### src/rtl/trip_pkg.sv
package trip_pkg;
  typedef enum logic [1:0] {
    MODE_NORMAL = 2'b00,
    MODE_ALIGN  = 2'b01,
    MODE_REMOVE = 2'b10
  } ovr_mode_e;

  localparam logic [1:0] ADDR_TARGET = 2'd0;
  localparam logic [1:0] ADDR_OFFS   = 2'd1;
  localparam logic [1:0] ADDR_HOLD   = 2'd2;
endpackage

### src/rtl/trip_cfg_regs.sv
module trip_cfg_regs #(
  parameter int CODE_W = 8,
  parameter int OFS_W  = 4,
  parameter int HOLD_W = 8
) (
  input  logic              clk_i,
  input  logic              rst_ni,
  input  logic              en_i,
  input  logic              wr_en_i,
  input  logic [1:0]        wr_addr_i,
  input  logic [CODE_W-1:0] wr_data_i,
  output logic [CODE_W-1:0] target_o,
  output logic [OFS_W-1:0]  ofs_hi_o,
  output logic [OFS_W-1:0]  ofs_lo_o,
  output logic [HOLD_W-1:0] hold_o
);
  import trip_pkg::*;

  logic wr_ok;
  assign wr_ok = wr_en_i && !en_i;

  always_ff @(posedge clk_i or negedge rst_ni) begin
    if (!rst_ni) begin
      target_o <= '0;
      ofs_hi_o <= '0;
      ofs_lo_o <= '0;
      hold_o   <= '0;
    end else if (wr_ok) begin
      case (wr_addr_i)
        ADDR_TARGET: target_o <= wr_data_i;
        ADDR_OFFS: begin
          ofs_hi_o <= wr_data_i[2*OFS_W-1:OFS_W];
          ofs_lo_o <= wr_data_i[OFS_W-1:0];
        end
        ADDR_HOLD: hold_o <= wr_data_i[HOLD_W-1:0];
        default: ;
      endcase
    end
  end

  // configuration frozen while enabled
  a_r2_frozen_when_enabled: assert property (@(posedge clk_i) disable iff (!rst_ni)
    en_i |=> ($stable(target_o) && $stable(ofs_hi_o) && $stable(ofs_lo_o) && $stable(hold_o)));
endmodule

### src/rtl/trip_level_calc.sv
module trip_level_calc #(
  parameter int CODE_W = 8,
  parameter int OFS_W  = 4
) (
  input  logic [CODE_W-1:0] target_i,
  input  logic [OFS_W-1:0]  ofs_hi_i,
  input  logic [OFS_W-1:0]  ofs_lo_i,
  output logic [CODE_W-1:0] upper_o,
  output logic [CODE_W-1:0] lower_o
);
  localparam int PAD_W = CODE_W + 1 - OFS_W;

  logic [CODE_W:0] sum_w;
  logic [CODE_W:0] diff_w;

  always_comb begin
    sum_w  = {1'b0, target_i} + {{PAD_W{1'b0}}, ofs_hi_i};
    diff_w = {1'b0, target_i} - {{PAD_W{1'b0}}, ofs_lo_i};
    // carry or borrow out means the level left the code range
    upper_o = sum_w[CODE_W]  ? {CODE_W{1'b1}} : sum_w[CODE_W-1:0];
    lower_o = diff_w[CODE_W] ? {CODE_W{1'b0}} : diff_w[CODE_W-1:0];
  end
endmodule

### src/rtl/trip_detect.sv
module trip_detect #(
  parameter int CODE_W = 8
) (
  input  logic              clk_i,
  input  logic              rst_ni,
  input  logic              en_i,
  input  logic              sample_valid_i,
  input  logic [CODE_W-1:0] sample_i,
  input  logic [CODE_W-1:0] upper_i,
  input  logic [CODE_W-1:0] lower_i,
  output logic              hi_act_o,
  output logic              lo_act_o,
  output logic              trip_hi_o,
  output logic              trip_lo_o
);
  logic hi_now, lo_now;

  assign hi_now = sample_i > upper_i;
  assign lo_now = sample_i < lower_i;

  // effective condition this cycle: fresh compare on a valid sample, else held flag
  assign hi_act_o = en_i && (sample_valid_i ? hi_now : trip_hi_o);
  assign lo_act_o = en_i && (sample_valid_i ? lo_now : trip_lo_o);

  always_ff @(posedge clk_i or negedge rst_ni) begin
    if (!rst_ni) begin
      trip_hi_o <= 1'b0;
      trip_lo_o <= 1'b0;
    end else if (!en_i) begin
      trip_hi_o <= 1'b0;
      trip_lo_o <= 1'b0;
    end else if (sample_valid_i) begin
      trip_hi_o <= hi_now;
      trip_lo_o <= lo_now;
    end
  end

  a_r3_hi_trip: assert property (@(posedge clk_i) disable iff (!rst_ni)
    (en_i && sample_valid_i && (sample_i > upper_i)) |=> trip_hi_o);
  a_r4_lo_trip: assert property (@(posedge clk_i) disable iff (!rst_ni)
    (en_i && sample_valid_i && (sample_i < lower_i)) |=> trip_lo_o);
  a_r5_hold_flags: assert property (@(posedge clk_i) disable iff (!rst_ni)
    (en_i && !sample_valid_i) |=> ($stable(trip_hi_o) && $stable(trip_lo_o)));
  a_r10_flags_clear: assert property (@(posedge clk_i) disable iff (!rst_ni)
    !en_i |=> (!trip_hi_o && !trip_lo_o));
endmodule

### src/rtl/trip_override_fsm.sv
module trip_override_fsm #(
  parameter int HOLD_W = 8
) (
  input  logic                   clk_i,
  input  logic                   rst_ni,
  input  logic                   en_i,
  input  logic                   hi_act_i,
  input  logic                   lo_act_i,
  input  logic [HOLD_W-1:0]      hold_i,
  output trip_pkg::ovr_mode_e    mode_o
);
  import trip_pkg::*;

  ovr_mode_e        state_q;
  logic [HOLD_W-1:0] cnt_q;

  always_ff @(posedge clk_i or negedge rst_ni) begin
    if (!rst_ni) begin
      state_q <= MODE_NORMAL;
      cnt_q   <= '0;
    end else if (!en_i) begin
      state_q <= MODE_NORMAL;
      cnt_q   <= '0;
    end else if (lo_act_i) begin
      // low trip has priority
      state_q <= MODE_ALIGN;
      cnt_q   <= hold_i;
    end else if (hi_act_i) begin
      state_q <= MODE_REMOVE;
      cnt_q   <= hold_i;
    end else if (state_q != MODE_NORMAL) begin
      if (cnt_q == '0) state_q <= MODE_NORMAL;
      else             cnt_q   <= cnt_q - 1'b1;
    end
  end

  assign mode_o = state_q;

  a_r6_align_on_low: assert property (@(posedge clk_i) disable iff (!rst_ni)
    (en_i && lo_act_i) |=> (mode_o == MODE_ALIGN));
  a_r7_remove_on_high: assert property (@(posedge clk_i) disable iff (!rst_ni)
    (en_i && hi_act_i && !lo_act_i) |=> (mode_o == MODE_REMOVE));
  a_r8_stay_during_hold: assert property (@(posedge clk_i) disable iff (!rst_ni)
    (en_i && !hi_act_i && !lo_act_i && (state_q != MODE_NORMAL) && (cnt_q != '0))
    |=> $stable(state_q));
  a_r10_normal_when_off: assert property (@(posedge clk_i) disable iff (!rst_ni)
    !en_i |=> (mode_o == MODE_NORMAL));
endmodule

### src/rtl/trip_window_top.sv
module trip_window_top #(
  parameter int CODE_W = 8,
  parameter int OFS_W  = 4,
  parameter int HOLD_W = 8
) (
  input  logic              clk_i,
  input  logic              rst_ni,
  input  logic              en_i,
  input  logic              wr_en_i,
  input  logic [1:0]        wr_addr_i,
  input  logic [CODE_W-1:0] wr_data_i,
  input  logic              sample_valid_i,
  input  logic [CODE_W-1:0] sample_i,
  output logic              trip_hi_o,
  output logic              trip_lo_o,
  output logic [1:0]        mode_o
);
  logic [CODE_W-1:0] target_w, upper_w, lower_w;
  logic [OFS_W-1:0]  ofs_hi_w, ofs_lo_w;
  logic [HOLD_W-1:0] hold_w;
  logic              hi_act_w, lo_act_w;
  trip_pkg::ovr_mode_e mode_w;

  trip_cfg_regs #(.CODE_W(CODE_W), .OFS_W(OFS_W), .HOLD_W(HOLD_W)) u_cfg (
    .clk_i, .rst_ni, .en_i, .wr_en_i, .wr_addr_i, .wr_data_i,
    .target_o(target_w), .ofs_hi_o(ofs_hi_w), .ofs_lo_o(ofs_lo_w), .hold_o(hold_w)
  );

  trip_level_calc #(.CODE_W(CODE_W), .OFS_W(OFS_W)) u_calc (
    .target_i(target_w), .ofs_hi_i(ofs_hi_w), .ofs_lo_i(ofs_lo_w),
    .upper_o(upper_w), .lower_o(lower_w)
  );

  trip_detect #(.CODE_W(CODE_W)) u_det (
    .clk_i, .rst_ni, .en_i, .sample_valid_i, .sample_i,
    .upper_i(upper_w), .lower_i(lower_w),
    .hi_act_o(hi_act_w), .lo_act_o(lo_act_w),
    .trip_hi_o, .trip_lo_o
  );

  trip_override_fsm #(.HOLD_W(HOLD_W)) u_fsm (
    .clk_i, .rst_ni, .en_i, .hi_act_i(hi_act_w), .lo_act_i(lo_act_w),
    .hold_i(hold_w), .mode_o(mode_w)
  );

  assign mode_o = mode_w;

  // the two trip outputs never rise together
  a_r9_flags_exclusive: assert property (@(posedge clk_i) disable iff (!rst_ni)
    !(trip_hi_o && trip_lo_o));
endmodule

### config.mk
export PLATFORM = sky130hd
export DESIGN_NAME = trip_window_top
export DESIGN_NICKNAME = d
export VERILOG_FILES = /design/src/rtl/trip_pkg.sv /design/src/rtl/trip_cfg_regs.sv /design/src/rtl/trip_level_calc.sv /design/src/rtl/trip_detect.sv /design/src/rtl/trip_override_fsm.sv /design/src/rtl/trip_window_top.sv
export SDC_FILE = /design/constraint.sdc
export NUM_CORES = 1
export LEC_CHECK = 0
export ABC_AREA = 1
export ABC_CLOCK_PERIOD_IN_PS = 2990
export BUFFER_PORTS_ARGS = -buffer_cell sky130_fd_sc_hd__clkbuf_2
export CELL_PAD_IN_SITES_DETAIL_PLACEMENT = 1
export CELL_PAD_IN_SITES_GLOBAL_PLACEMENT = 1
export CORE_MARGIN = 2
export CORE_UTILIZATION = 40
export DETAILED_ROUTE_END_ITERATION = 8
export PLACE_DENSITY_LB_ADDON = 0.15
export SLEW_MARGIN = 10
export SYNTH_ARGS = -nofsm -noshare
export SYNTH_HDL_FRONTEND = slang
export SYNTH_HIERARCHICAL = 1
export SYNTH_SLANG_ARGS = --single-unit
### constraint.sdc
create_clock -name clk_i -period 2.99 [get_ports clk_i]
set_input_delay 0.4485 -clock clk_i [delete_from_list [all_inputs] [get_ports clk_i]]
set_output_delay 0.4485 -clock clk_i [all_outputs]
set_load 0.02 [all_outputs]
## Yosys cells after proc, flatten, opt, wreduce, memory -nomap -nowiden

Cells that the tools add are included.

- Add/subtract/negate cells: 3
- Order comparisons: 2
- Equal/unequal tests: 5
- Mux-type cells: 16
- Reductions and logical operators: 12

Operators by type and width:

| kind | number |
|---|---|
| $mux 8 | 7 |
| $mux 2 | 5 |
| $reduce_and 2->1 | 5 |
| $add 8x4->9 | 1 |
| $sub 8x4->9 | 1 |
| $gt 8x8->1 | 1 |
| $logic_not 8->1 | 1 |
| $lt 8x8->1 | 1 |
| $ne 4x1->1 const B | 2 |
| $sub 8x1->8 const B | 1 |
| $mux 1 | 4 |
| $ne 4x4->1 const B | 1 |
| $logic_and 1x1->1 | 3 |
| $eq 2x1->1 const B | 1 |
| $eq 2x2->1 const B | 1 |
| $logic_not 2->1 | 1 |
| $reduce_bool 2->1 | 1 |
| $logic_not 1->1 | 1 |

- Register bits after elaboration: 36
- Input bits: 23
- Output and inout bits: 4

## Longest topological paths before layout

- Depth in word-level cells: 8
- Gate-level depth with buffers: 26
- Gate-level depth less buffers: 25

## By module

Netlist, hierarchy kept.

Modules (own cells, without submodules):

| module | times used | cells an instance | area an instance (um^2) | sequential area each (um^2) |
|---|---|---|---|---|
| trip_cfg_regs | 1 | 108 | 1,016.0 | 600.6 |
| trip_override_fsm | 1 | 100 | 788.3 | 250.2 |
| trip_level_calc | 1 | 112 | 610.6 | 0.0 |
| trip_detect | 1 | 80 | 503.0 | 50.0 |

## Least setup slack after synthesis

No wires, ideal clock.

- Kind: flip-flop to flip-flop
- Start: register u_cfg.target_o[0]
- End: register u_fsm.cnt_q[5]
- Data arrival time: 2.865 ns
- Data required time: 2.874 ns
- Path slack: 0.009 ns
- Stages on the path, launching flop included: 21
- Buffers on the path: 1
- Period minus slack after synthesis: 2.981 ns
- Cells stage by stage: dfrtp_1 > ha_1 > fa_1 > nand3_1 > nand2_1 > nand2_1 > nand2_1 > o21ai_0 > inv_1 > ha_1 > nand2_1 > nor2_2 > nand2_1 > nand2_1 > nand2_1 > a21oi_2 > nor2_4 > buf_4 > o21a_1 > nand3_2 > nand2_2

- Longest elaborated chain between the ends: 8
- Elaborated cells between the ends (all ways): 16
- Those cells by class: add/sub: 2; order compare: 2; eq/ne: 2; mux: 7; reduce/logical: 3

RTL lines:

| what | RTL line | source |
|---|---|---|
| start: declaration | trip_cfg_regs.sv:12 | `output logic [CODE_W-1:0] target_o,` |
| start signal: assignment | trip_cfg_regs.sv:30 | `ADDR_TARGET: target_o <= wr_data_i;` |
| $add 8x4->9 (*) | trip_level_calc.sv:17 | `sum_w = {1'b0, target_i} + {{PAD_W{1'b0}}, ofs_hi_i};` |
| $mux 8 (*) | trip_level_calc.sv:20 | `upper_o = sum_w[CODE_W] ? {CODE_W{1'b1}} : sum_w[CODE_W-1:0];` |
| named net upper_w[6] | trip_window_top.sv:18 | `logic [CODE_W-1:0] target_w, upper_w, lower_w;` |
| $gt 8x8->1 (*) | trip_detect.sv:18 | `assign hi_now = sample_i > upper_i;` |
| $mux 1 (*) | trip_detect.sv:22 | `assign hi_act_o = en_i && (sample_valid_i ? hi_now : trip_hi_o);` |
| $logic_and 1x1->1 (*) | trip_detect.sv:22 |  |
| named net hi_act_w | trip_window_top.sv:21 | `logic hi_act_w, lo_act_w;` |
| $mux 8 | trip_override_fsm.sv:28 | `end else if (hi_act_i) begin` |
| $mux 8 | trip_override_fsm.sv:24 | `end else if (lo_act_i) begin` |
| $mux 8 | trip_override_fsm.sv:21 | `end else if (!en_i) begin` |
| end signal: assignment | trip_override_fsm.sv:27 | `cnt_q <= hold_i;` |
| end signal: assignment | trip_override_fsm.sv:30 | `cnt_q <= hold_i;` |
| end signal: assignment | trip_override_fsm.sv:33 | `else cnt_q <= cnt_q - 1'b1;` |
| end: declaration | trip_override_fsm.sv:15 | `logic [HOLD_W-1:0] cnt_q;` |

Mark *: on every way through the listed nets, which the timed path passes. The rest lies on a longest branch.
A chain may end at the register's enable or synchronous reset.

## Final worst setup path

- Start: register u_cfg.target_o[0]
- End: register u_fsm.cnt_q[3]

- Elaborated cells between the ends (all ways): 16
- Those cells by class: add/sub: 2; order compare: 2; eq/ne: 2; mux: 7; reduce/logical: 3

RTL lines:

| what | RTL line | source |
|---|---|---|
| $sub 8x4->9 (*) | trip_level_calc.sv:18 | `diff_w = {1'b0, target_i} - {{PAD_W{1'b0}}, ofs_lo_i};` |
| $mux 8 (*) | trip_level_calc.sv:21 | `lower_o = diff_w[CODE_W] ? {CODE_W{1'b0}} : diff_w[CODE_W-1:0];` |
| named net lower_w[3] | trip_window_top.sv:18 |  |
| $lt 8x8->1 (*) | trip_detect.sv:19 | `assign lo_now = sample_i < lower_i;` |
| $mux 1 (*) | trip_detect.sv:23 | `assign lo_act_o = en_i && (sample_valid_i ? lo_now : trip_lo_o);` |
| $logic_and 1x1->1 (*) | trip_detect.sv:23 |  |
| named net lo_act_w | trip_window_top.sv:21 |  |
| $ne 4x4->1 (no line) (tied with other cells) | -- |  |
| $reduce_and 2->1 (no line) / $mux 8 (equally long branches) | -- |  |

Marked as above.

==> metrics.txt <==
Synth async-reset ratio 1.00; dominant cell type by area after synthesis dfrtp_1; largest net degree at the start of global routing 37; Clock Tree Buf Depth 2; syn avg cell area 7.29 µm²; CTS Buf Count 5; most common library cells after synthesis 121 x nand2_1, 53 x inv_1, 52 x nand3_1; final worst setup slack -0.0241 ns; clk_skew 0.0102 ns; Max Fanout on Critical Path 7; Synth top area share 0.309; GR Util met2 0.427; status finished with violations; GRT Residual Overflow 0; Max Fclk 0.332 GHz; YS warnings 6; nets 513; Primary FF master, synth dfrtp_1; port bufs 26; worst slew pin tran 0.949 ns; first-pass GRT wire length 14000 µm; Slew Limit Fails 0; Clock Latency Late Sink 0.28 ns; core area 7180 µm²; syn_nets 450; Worst-path clk slew 0.08 ns; number of synthesized flops with an enable pin 0; Critical Path Sink Type register; drt drc 0; RSZ-0062 raised after global routing yes; pwr dens 745 nW/µm²; R2R setup slack -0.02 ns; top cells by area, synth dfrtp_1 31%, nand2_1 16%, ha_1 11%; Most Crowded Layer GR met2; Max VDD drop 0.408 mV; n_diodes 0; H-Tree Depth 2; clock root cell clkbuf_8; flops & latches, synth 36; DR iter-0 viols 56; CP Launch Type register; worst min-delay path class input pin to asynchronous set/reset pin; Vias/cell 4.93; Tot GR Track Use 0.229; max-cap viol count 0; worst path required time 3.17 ns; most numerous cell in the Yosys netlist nand2_1; critical path class register to register; post-synthesis sequential area ratio 0.309; failing checks setup timing; post-synth cell types 33; WL/cell 15.1 µm; initial antenna violation count 0; CTS tree yes; total wire length 8510 µm; GPL Wtd Cong 0.789; TritonRoute pass-1 iters 4; Fin. Hold Viols 0; met1 usage 0.276; Layout area overhead 30.7%; hold bufs inserted after CTS 0; Fill cells 900; mapped cell area 2920 µm²; total power draw 2.84 mW; Final Setup Violations 4; Tmin final 3.01 ns; Die Span X 89.4 µm; CP Launch Point u_cfg/target_o[0]$_DFFE_PN0P_; Post-Syn Instances 400; grt met3 use 0.0268; reg2reg start u_cfg/target_o[0]$_DFFE_PN0P_; DRT antenna net count 0; Pleak 2.02 nW; vias in the first global route 2968; TritonCTS Sinks 36; total number of vias 2777; row count 31; DIE AREA 7990 µm²; ratio of cells with drive above 1 in the final layout 0.364; starting density of the core 0.407; slew margin rel. 0.367; Die H 89.4 µm; critical path data arrival time 3.19 ns; Tcrit/Tclk final 1.01; I/O pins 27; Post-DP HPWL 6080 µm; hold_ws 0.303 ns
-- flip-flops by register name (all words and copies together), names as in the netlist --
register         count
u_fsm/mode_o         2
u_cfg/target_o       8
u_cfg/hold_o         8
u_det/trip_lo_o      1
u_fsm/cnt_q          8
u_det/trip_hi_o      1
u_cfg/ofs_lo_o       4
u_cfg/ofs_hi_o       4
-- through the flow --
stage,setup slack [ns],utilization,cells,setup TNS [ns],cell area [µm²]
6_report,-0.0241,0.531,563,-0.0788,3810
5_1_grt,-0.280,0.531,563,-2.35,3810
4_1_cts,-0.0289,0.524,559,-0.118,3760
3_5_place_dp,-0.304,0.456,540,-2.40,3270
3_3_place_gp,-0.189,0.456,540,-1.48,3270
2_1_floorplan,0.00936,-,400,0,2920
-- critical path, stage by stage (launching register included) --
cell	delay, ns
dfrtp_1	0.41
inv_2	0.09
ha_4	0.13
inv_2	0.03
fa_2	0.35
nand2_2	0.08
nand2_2	0.07
nand2_2	0.10
nand4_1	0.15
inv_2	0.10
nor2_1	0.05
inv_1	0.09
ha_4	0.22
a21oi_2	0.13
nand2_1	0.06
nand2_1	0.07
nand2_2	0.06
a21oi_4	0.17
nor2_4	0.07
clkbuf_16	0.17
o21a_1	0.18
nand3_2	0.07
nand2_1	0.05
-- routing by layer --
metal,vias up,share of wire
met5,-,0
met4,0,0.014
met3,8,0.016
met2,27,0.53
met1,1344,0.44
li1,1398,-
-- cell type report --
class	count	area (µm²)	area share
inverter	61	229	0.0600
sequential	36	903	0.237
clock buffer	7	86.3	0.0226
timing repair buffer	61	442	0.116
multi-input combinational	298	2020	0.530
tap	99	124	0.0325
clock inverter	1	7.51	0.00197
-- what timing repair did --
action | 4_1_cts | 5_1_grt
buffers inserted | 11 | 4
cloned | 1 | 0
pin swaps | 21 | 7
setup endpoints to repair | 9 | 10
gates resized for setup | 64 | 13
-- power breakdown --
group / switching [mW] / leakage, nW / internal (mW) / total (mW)
clock: 0.174 / 0.0445 / 0.187 / 0.361
sequential: 0.137 / 0.457 / 0.608 / 0.746
combinational: 0.997 / 1.52 / 0.735 / 1.73
total: 1.31 / 2.02 / 1.53 / 2.84
-- cell families after synthesis --
| kind of cell | share of synthesized area |
|---|---|
| AOI/OAI and AO/OA | 0.0660 |
| xor gates and xnor gates | 0.00300 |
| adders and majority gates | 0.121 |
| buffers and inverters | 0.0991 |
| DFF | 0.309 |
| and+or+nand+nor | 0.402 |
-- layout by cell type, fill, tap and decap left out, types with 3 or more instances in the layout --
cell type | netlist | final
a21oi_1 | 7 | 4
a21oi_2 | 3 | 5
buf_4 | 1 | 28
buf_6 | 2 | 5
clkbuf_2 | 0 | 26
clkbuf_8 | 0 | 6
dfrtp_1 | 36 | 34
ha_1 | 25 | 15
ha_4 | 0 | 9
inv_1 | 53 | 47
inv_2 | 8 | 14
nand2_1 | 121 | 105
nand2_2 | 7 | 19
nand2_4 | 5 | 8
nand3_1 | 52 | 45
nand3_2 | 5 | 11
nand4_1 | 3 | 3
nor2_1 | 29 | 26
nor2_2 | 5 | 6
nor2_4 | 7 | 9
o21a_1 | 4 | 4
o21ai_1 | 1 | 5
o21ai_2 | 3 | 5
-- final timing paths --
check | endpoint | cells after the start
max | u_fsm/cnt_q[3]$_DFFE_PN0P_ | 22
min | u_cfg/hold_o[2]$_DFFE_PN0P_ | 1
max reg2reg | u_fsm/cnt_q[3]$_DFFE_PN0P_ | 22
min reg2reg | u_cfg/ofs_lo_o[2]$_DFFE_PN0P_ | 2
max in group asynchronous | u_cfg/target_o[2]$_DFFE_PN0P_ | 1
min in group clk_i | u_cfg/target_o[2]$_DFFE_PN0P_ | 3
No activity file was read; power rests on OpenSTA's default activity.
